**src/rtl/gpio_port_pkg.sv**
```systemverilog
package gpio_port_pkg;

   localparam int REG_W = 32;

   localparam logic [7:0] OFS_DIR = 8'h00;
   localparam logic [7:0] OFS_ODS = 8'h04;
   localparam logic [7:0] OFS_DAT = 8'h08;

   typedef enum logic [1:0] {
      SEL_NONE = 2'd0,
      SEL_DIR  = 2'd1,
      SEL_ODS  = 2'd2,
      SEL_DAT  = 2'd3
   } reg_sel_e;

   // Register bits backed by an existing pin: pin n lives at bit (31 - n).
   function automatic logic [REG_W-1:0] impl_mask(int npin);
      logic [REG_W-1:0] m;
      m = '0;
      for (int n = 0; n < REG_W; n++)
         if (n < npin) m[REG_W-1-n] = 1'b1;
      return m;
   endfunction

   // Register bits whose direction may be set to output.
   function automatic logic [REG_W-1:0] dir_mask(int npin, bit lock_en, int nlock);
      logic [REG_W-1:0] m;
      m = impl_mask(npin);
      if (lock_en)
         for (int n = 0; n < REG_W; n++)
            if (n < npin && n >= npin - nlock) m[REG_W-1-n] = 1'b0;
      return m;
   endfunction

endpackage

```
**src/rtl/gpio_port_sync.sv**
```systemverilog
module gpio_port_sync #(
   parameter int W      = 32,
   parameter int STAGES = 2
) (
   input  logic         clk,
   input  logic         rst_n,
   input  logic [W-1:0] d,
   output logic [W-1:0] q
);

   if (STAGES < 2) begin : g_bad_stages
      $error("gpio_port_sync: STAGES must be at least 2");
   end

   logic [W-1:0] chain [STAGES];

   for (genvar s = 0; s < STAGES; s++) begin : g_stage
      always_ff @(posedge clk) begin
         if (!rst_n)      chain[s] <= '0;
         else if (s == 0) chain[s] <= d;
         else             chain[s] <= chain[(s == 0) ? 0 : s-1];
      end
   end

   assign q = chain[STAGES-1];

endmodule

```
**src/rtl/gpio_port_regs.sv**
```systemverilog
module gpio_port_regs
   import gpio_port_pkg::*;
#(
   parameter int ADDR_W               = 8,
   parameter int NPIN                 = 32,
   parameter bit HIGH_PINS_INPUT_ONLY = 1'b0,
   parameter int NUM_INPUT_ONLY       = 4
) (
   input  logic              clk,
   input  logic              rst_n,
   input  logic [ADDR_W-1:0] addr,
   input  logic              wr,
   input  logic [REG_W-1:0]  wdata,
   output reg_sel_e          sel,
   output logic [REG_W-1:0]  dir_q,
   output logic [REG_W-1:0]  ods_q,
   output logic [REG_W-1:0]  lat_q
);

   localparam logic [REG_W-1:0] IMPL_M = impl_mask(NPIN);
   localparam logic [REG_W-1:0] DIR_M  = dir_mask(NPIN, HIGH_PINS_INPUT_ONLY, NUM_INPUT_ONLY);

   always_comb begin
      if      (addr == ADDR_W'(OFS_DIR)) sel = SEL_DIR;
      else if (addr == ADDR_W'(OFS_ODS)) sel = SEL_ODS;
      else if (addr == ADDR_W'(OFS_DAT)) sel = SEL_DAT;
      else                               sel = SEL_NONE;
   end

   always_ff @(posedge clk) begin
      if (!rst_n) begin
         dir_q <= '0;
         ods_q <= '0;
         lat_q <= '0;
      end else if (wr) begin
         case (sel)
            SEL_DIR: dir_q <= wdata & DIR_M;
            SEL_ODS: ods_q <= wdata & IMPL_M;
            SEL_DAT: lat_q <= wdata & IMPL_M;
            default: ;
         endcase
      end
   end

endmodule

```
**src/rtl/gpio_port_pads.sv**
```systemverilog
module gpio_port_pads
   import gpio_port_pkg::*;
#(
   parameter int NPIN = 32
) (
   input  logic [REG_W-1:0] dir_q,
   input  logic [REG_W-1:0] ods_q,
   input  logic [REG_W-1:0] lat_q,
   output logic [NPIN-1:0]  pad_out,
   output logic [NPIN-1:0]  pad_oe,
   output logic [NPIN-1:0]  pad_od
);

   for (genvar n = 0; n < NPIN; n++) begin : g_pin
      localparam int B = REG_W - 1 - n;
      always_comb begin
         pad_od[n]  = dir_q[B] & ods_q[B];
         pad_out[n] = lat_q[B] & ~ods_q[B];
         pad_oe[n]  = dir_q[B] & (ods_q[B] ? ~lat_q[B] : 1'b1);
      end
   end

endmodule

```
**src/rtl/gpio_port_rdmux.sv**
```systemverilog
module gpio_port_rdmux
   import gpio_port_pkg::*;
(
   input  logic             clk,
   input  logic             rst_n,
   input  logic             rd,
   input  reg_sel_e         sel,
   input  logic [REG_W-1:0] dir_q,
   input  logic [REG_W-1:0] ods_q,
   input  logic [REG_W-1:0] lat_q,
   input  logic [REG_W-1:0] sync_q,
   output logic [REG_W-1:0] rdata
);

   logic [REG_W-1:0] data_view;
   assign data_view = (sync_q & ~dir_q) | (lat_q & dir_q);

   always_ff @(posedge clk) begin
      if (!rst_n)  rdata <= '0;
      else if (rd) begin
         case (sel)
            SEL_DIR: rdata <= dir_q;
            SEL_ODS: rdata <= ods_q;
            SEL_DAT: rdata <= data_view;
            default: rdata <= '0;
         endcase
      end else     rdata <= '0;
   end

endmodule

```
**src/rtl/gpio_port_ctrl.sv**
```systemverilog
module gpio_port_ctrl
   import gpio_port_pkg::*;
#(
   parameter int ADDR_W               = 8,
   parameter int NPIN                 = 32,
   parameter bit HIGH_PINS_INPUT_ONLY = 1'b0,
   parameter int NUM_INPUT_ONLY       = 4,
   parameter int SYNC_STAGES          = 2
) (
   input  logic              clk,
   input  logic              rst_n,
   input  logic [ADDR_W-1:0] bus_addr,
   input  logic              bus_wr,
   input  logic [31:0]       bus_wdata,
   input  logic              bus_rd,
   output logic [31:0]       bus_rdata,
   input  logic [NPIN-1:0]   pad_in,
   output logic [NPIN-1:0]   pad_out,
   output logic [NPIN-1:0]   pad_oe,
   output logic [NPIN-1:0]   pad_od,
   output logic [NPIN-1:0]   pin_sync
);

   if (NPIN < 1 || NPIN > REG_W) begin : g_bad_npin
      $error("gpio_port_ctrl: NPIN must lie in 1..32");
   end
   if (ADDR_W < 4) begin : g_bad_addr
      $error("gpio_port_ctrl: ADDR_W must be at least 4");
   end
   if (HIGH_PINS_INPUT_ONLY && (NUM_INPUT_ONLY < 0 || NUM_INPUT_ONLY > NPIN)) begin : g_bad_lock
      $error("gpio_port_ctrl: NUM_INPUT_ONLY out of range");
   end

   reg_sel_e         sel;
   logic [REG_W-1:0] dir_q, ods_q, lat_q, sync_q;

   gpio_port_sync #(.W(NPIN), .STAGES(SYNC_STAGES)) u_sync (
      .clk(clk), .rst_n(rst_n), .d(pad_in), .q(pin_sync)
   );

   // Synchronised pins placed in register bit order.
   always_comb begin
      sync_q = '0;
      for (int n = 0; n < NPIN; n++) sync_q[REG_W-1-n] = pin_sync[n];
   end

   gpio_port_regs #(
      .ADDR_W(ADDR_W), .NPIN(NPIN),
      .HIGH_PINS_INPUT_ONLY(HIGH_PINS_INPUT_ONLY), .NUM_INPUT_ONLY(NUM_INPUT_ONLY)
   ) u_regs (
      .clk(clk), .rst_n(rst_n), .addr(bus_addr), .wr(bus_wr), .wdata(bus_wdata),
      .sel(sel), .dir_q(dir_q), .ods_q(ods_q), .lat_q(lat_q)
   );

   gpio_port_pads #(.NPIN(NPIN)) u_pads (
      .dir_q(dir_q), .ods_q(ods_q), .lat_q(lat_q),
      .pad_out(pad_out), .pad_oe(pad_oe), .pad_od(pad_od)
   );

   gpio_port_rdmux u_rdmux (
      .clk(clk), .rst_n(rst_n), .rd(bus_rd), .sel(sel),
      .dir_q(dir_q), .ods_q(ods_q), .lat_q(lat_q), .sync_q(sync_q),
      .rdata(bus_rdata)
   );

endmodule

```
**config.mk**
```make
export PLATFORM = sky130hd
export DESIGN_NAME = gpio_port_ctrl
export DESIGN_NICKNAME = d
export VERILOG_FILES = /design/src/rtl/gpio_port_pkg.sv /design/src/rtl/gpio_port_sync.sv /design/src/rtl/gpio_port_regs.sv /design/src/rtl/gpio_port_pads.sv /design/src/rtl/gpio_port_rdmux.sv /design/src/rtl/gpio_port_ctrl.sv
export SDC_FILE = /design/constraint.sdc
export NUM_CORES = 1
export LEC_CHECK = 0
export BUFFER_PORTS_ARGS = -buffer_cell sky130_fd_sc_hd__buf_2
export CAP_MARGIN = 20
export CORE_ASPECT_RATIO = 0.5
export CORE_MARGIN = 5
export CORE_UTILIZATION = 55
export DETAILED_ROUTE_END_ITERATION = 10
export GPL_TIMING_DRIVEN = 1
export HOLD_SLACK_MARGIN = 0.06
export PLACE_DENSITY = 0.92
export SYNTH_ARGS = -nofsm -noshare
export SYNTH_HDL_FRONTEND = slang
export SYNTH_SLANG_ARGS = --single-unit
```
**constraint.sdc**
```tcl
create_clock -name clk -period 2.84 [get_ports clk]
set_clock_uncertainty 0.1 [all_clocks]
set_input_delay 0.284 -clock clk [delete_from_list [all_inputs] [get_ports clk]]
set_output_delay 0.284 -clock clk [all_outputs]
set_load 0.005 [all_outputs]
```
## Word level (Yosys, flattened, before mapping)

Memories as Yosys holds them, arrays and structs flattened.
Cells that the tools add are included.

- Register bits: 128
- Latch bits: 0
- Bits in writable memories: 64
- Bits in read-only memories: 0
- Bits of input ports: 76
- Output and inout port bits: 160
- Word-level logic and storage cells: 221
- Memories kept: 1

- Add/sub/neg operators: 0
- Multiply operators: 0
- Div/mod/pow operators: 0
- $lt $le $gt $ge: 0
- Equal/unequal tests: 5
- Shifts and indexed selects: 0
- Multiplexer cells: 40
- Bitwise operators: 166
- Reduce and logical (&&, ||, !) cells: 5

Memory list:

| memory | words | width | read ports | clocked after memory_dff | wr ports | RTL line | RTL |
|---|---|---|---|---|---|---|---|
| u_sync.chain | 2 | 32 | 2 | 0 | 2 | gpio_port_sync.sv:15 | `logic [W-1:0] chain [STAGES];` |

Operator list:

| cell | number |
|---|---|
| $and A1 B1 Y1 | 96 |
| $pmux W32 S3 | 1 |
| $and A32 B32 Y32 | 2 |
| $mux W32 | 2 |
| $not A1 Y1 | 64 |
| $mux W1 | 34 |
| $not A32 Y32 | 1 |
| $or A32 B32 Y32 | 1 |
| $eq A8 B3 Y1 const B | 1 |
| $eq A8 B4 Y1 const B | 1 |
| $logic_not A8 Y1 | 1 |
| $reduce_and A2 Y1 | 4 |
| $mux W2 | 3 |
| $eq A2 B2 Y1 const B | 2 |
| $eq A2 B1 Y1 const B | 1 |
| $or A1 B1 Y1 | 2 |

## Depth between registers and ports, before layout

- Depth in word-level cells: 6
- Depth in mapped cells: 6
- Mapped depth without buffers: 3

## Hierarchy

From an unflattened synthesis, not the netlist that was laid out.

- Cell total of the unflattened synthesis: 767
- Area, all modules: 7818.7 um2

By module, submodules not included:

| module | times used | cells each | area each (um2) | sequential area each (um2) |
|---|---|---|---|---|
| gpio_port_regs | 1 | 355 | 3593.4 | 1921.8 |
| gpio_port_sync | 1 | 134 | 1791.7 | 1281.2 |
| gpio_port_rdmux | 1 | 182 | 1676.6 | 640.6 |
| gpio_port_pads | 1 | 96 | 757.0 | 0.0 |

## Worst setup path before layout

No wires, ideal clock.

- Path kind: input to register
- Start point: input port bus_addr[1]
- End point: register u_regs.dir_q[10]
- Library setup time: 0.120 ns
- Arrival: 1.219 ns
- Required time: 2.620 ns
- Path slack: 1.401 ns
- Stages on the path: 4
- Path buffers: 1
- Cell sequence: nor4_4 -> nand4_2 -> buf_6 -> mux2i_1

- Word-level cells in the longest chain between the ends: 6
- Elaborated cells on any way between the ends: 8
- Classes of those cells: eq/ne (3); mux (3); reduce/logical (2)

Ends and longest elaborated chain:

| element | RTL line | RTL |
|---|---|---|
| from (decl) | gpio_port_ctrl.sv:12 | `input logic [ADDR_W-1:0] bus_addr,` |
| $eq A8 B4 Y1 | gpio_port_regs.sv:26 | `else if (addr == ADDR_W'(OFS_DAT)) sel = SEL_DAT;` |
| $mux W2 | gpio_port_regs.sv:26 |  |
| $mux W2 | gpio_port_regs.sv:25 | `else if (addr == ADDR_W'(OFS_ODS)) sel = SEL_ODS;` |
| $mux W2 * | gpio_port_regs.sv:24 | `if (addr == ADDR_W'(OFS_DIR)) sel = SEL_DIR;` |
| $eq A2 B1 Y1 * | gpio_port_regs.sv:36 | `case (sel)` |
| $reduce_and A2 Y1 (no source line) * | -- |  |
| to (signal assigned) | gpio_port_regs.sv:37 | `SEL_DIR: dir_q <= wdata & DIR_M;` |
| to (decl) | gpio_port_regs.sv:15 | `output logic [REG_W-1:0] dir_q,` |

Every way passes the cells marked *; elsewhere a longest branch is shown, timed or not.
A chain may end at the register's enable or synchronous reset.

## Final worst setup path

- Start point: input port bus_addr[3]
- End point: register u_rdmux.rdata[26]

- Word-level cells in the longest chain between the ends: 6
- Elaborated cells on any way between the ends: 10
- Classes of those cells: eq/ne (5); mux (4); reduce/logical (1)

Ends and longest elaborated chain:

| element | RTL line | RTL |
|---|---|---|
| $eq A8 B4 Y1 | gpio_port_regs.sv:26 |  |
| $mux W2 | gpio_port_regs.sv:26 |  |
| $mux W2 | gpio_port_regs.sv:25 |  |
| $mux W2 * | gpio_port_regs.sv:24 |  |
| $eq A2 B2 Y1 or $eq A2 B1 Y1 (tied branches) | gpio_port_rdmux.sv:21 | `case (sel)` |
| $pmux W32 S3 * | gpio_port_rdmux.sv:21 |  |
| to (signal assigned) | gpio_port_rdmux.sv:22 | `SEL_DIR: rdata <= dir_q;` |
| to (signal assigned) | gpio_port_rdmux.sv:23 | `SEL_ODS: rdata <= ods_q;` |
| to (signal assigned) | gpio_port_rdmux.sv:24 | `SEL_DAT: rdata <= data_view;` |
| to (decl) | gpio_port_rdmux.sv:12 | `output logic [REG_W-1:0] rdata` |

Marked as above.

==> flow_summary.toml <==
[synth]
synth_fp_nets = 869
synth_area_mm2 = 0.00747
avgSynthCellArea_um2 = 9.42
ys_ff_latch = 192
synthArstFlopShare = 0
synth_cell_types = 16
syn_inst = 793
ys_warn_count = 0
synth.most_common_cell = "dfxtp_1"
ys.flop_type = "dfxtp_1"
yosys.area.top_type = "dfxtp_1"
netlist_top_cells_count = "192 x dfxtp_1, 160 x nand2_1, 96 x and2_1, 96 x mux2i_1, 64 x a21oi_1"
synth_top_area_frac = 0.515
synth_edf_count = 0
ys_top_cells_by_area = "dfxtp_1 51%, mux2i_1 13%, and2_1 8.0%"
seq_area_frac_synth = 0.515

[cts]
cts_buffer_depth = 2
clock_sinks = 192
holdBufCountCts = 32
cts.repair.resized = 0
cts.clk_slew.worst_paths_ps = 70
cts_buffers = 17
cts_root_buf = "clkbuf_16"
htreeDepth = 4
cts_setup_buffers = 0
cts_tree = "done"
clk_latency_ps = 410

[placement]
numPortBuffers = 235
dp.final_hpwl_mm = 13.5
gp_congestion = 0.783
pre_cts_slack_ps = 695

[timing]
setup_viol = 0
period_share = 0.609
timing.fmax_mhz = 579
maxSlewHeadroom = 0.574
hold_viol = 0
tns_ps = 0
worst_slew_pin_slew_ps = 640
timing.final.ws_setup_ps = 1110
fin_crit_ps = 1730
slew_viol_final = 0
rsz0062_at_grt = "no"

[grt]
antenna_found_initial = 0
grt_first_pass_wirelength_mm = 32.4
grt-ovfl-total = 0
grt_pass1_vias = 6738
use_met2 = 0.445
gr-max-usage-layer = "met2"
grt_use_met1 = 0.279
grtUsageTotal = 0.244
grt_max_degree = 76
use_met3 = 0.0428

[power]
power_density_mw_per_mm2 = 575
vdd_ir_drop_max_uv = 450
finalPower_mw = 5.58
p_leak_nw = 4.89

[drt]
antenna_left = 0
totalWireLength_mm = 20.2
viasPerCell = 5.33
first_iter_violations = 360
num_vias = 6570
drtPass1Iterations = 6
drc = 0
wl_per_cell_um = 16.4

[die]
start_util = 0.556
io_pins = 236
dieArea_mm2 = 0.0161
die_width_um = 175
rows = 30
core-area_mm2 = 0.0134
die_h_um = 92.4

[worst_setup_path]
endpoint_kind = "register"
cp.arrival_ps = 1960
crit_slowest_cell = "buf_4"
cpMostUsedCell = "a21oi_1"
critPathMaxFanout = 44
crit_chain = "buf_2 -> buf_4 -> a21oi_1 -> a311o_1 -> a21oi_1"
crit_type = "in -> reg"
startpoint_type = "primary input"
critPathRequiredTime_ps = 3070
cpPeakStageDelay_ps = 530

[final_layout]
syn_to_final_growth_pct = 29.9
final_nets = 1118
drive_gt1_frac = 0.268
final_util = 0.722

[status]
status = "complete, no violations"

[min_path]
hold_path_class = "in -> reg"

[run]
cap_violations = 0
[worst max-delay path: cells and delay by family]
family / cells / cell delay, ps
compound gates: 3 / 670
buf+inv: 2 / 960
[logic make-up after synthesis]
family | count (synthesis) | share of synthesized area
mux | 96 | 0.129
buf+inv | 80 | 0.0503
compound gates | 128 | 0.118
flops | 192 | 0.515
simple gates | 297 | 0.188
[per-layer routing]
metal  wire, um  share of wire  vias up
met4        579          0.029        0
li1           -              -     3146
met3       1030          0.051       50
met1       8220           0.41     3096
met5          0              0        -
met2      10400           0.51      278
[registers in the layout, summed over array words and instances (netlist names)]
name           cells
u_sync.chain      64
u_rdmux.rdata     32
u_regs.dir_q      32
u_regs.lat_q      32
u_regs.ods_q      32
[power by group]
part | total [mW] | leakage (nW) | internal (mW) | switching (mW)
Clock | 2.55 | 0.306 | 1.45 | 1.10
Combinational | 0.280 | 3.02 | 0.128 | 0.152
Sequential | 2.75 | 1.56 | 2.73 | 0.0177
[placed cells by master (no fill, tap or decap)]
cell and instances:
nor2b_4 1, clkinvlp_4 2, bufinv_16 3, buf_12 1, mux2i_1 96, nor2_1 34, clkinv_2 1, inv_1 32
nor4_4 1, and2_1 96, a311o_1 32, clkbuf_16 17, dfxtp_1 192, a21boi_0 32, nand2_1 160, nand4_4 3
dlygate4sd3_1 32, inv_8 3, inv_6 4, nand4_1 1, nor2b_1 1, a21oi_1 64, clkinv_8 1, buf_4 11
diode_2 1, buf_2 234, clkbuf_8 1
[final timing paths]
check,start,endpoint,slack [ps],cells after the start
setup reg to reg,u_regs.dir_q[31],u_rdmux.rdata[31],1630,3
setup / recovery,bus_addr[3],u_rdmux.rdata[26],1110,5
hold reg to reg,u_sync.chain[0][4],u_sync.chain[1][4],340,1
hold / removal,bus_wdata[17],u_regs.lat_q[17],80,3
[cell type report]
type	count	area, um^2
flip-flops and latches	192	3840
multi-input cells	521	3280
diodes	1	2.50
clock buffers	18	439
inverters	32	120
well taps	176	220
clock inverters	14	195
fillers	965	3740
repair buffers	278	1590
[stage by stage]
step,instances,hold slack (ps),area (um^2)
floorplan,793,311,7470
global placement,1167,313,8740
detailed placement,1167,318,8740
CTS,1231,66.3,9690
global route,1231,67.9,9690
finish,1232,79.0,9700
Power figures use the tool's default switching activity.
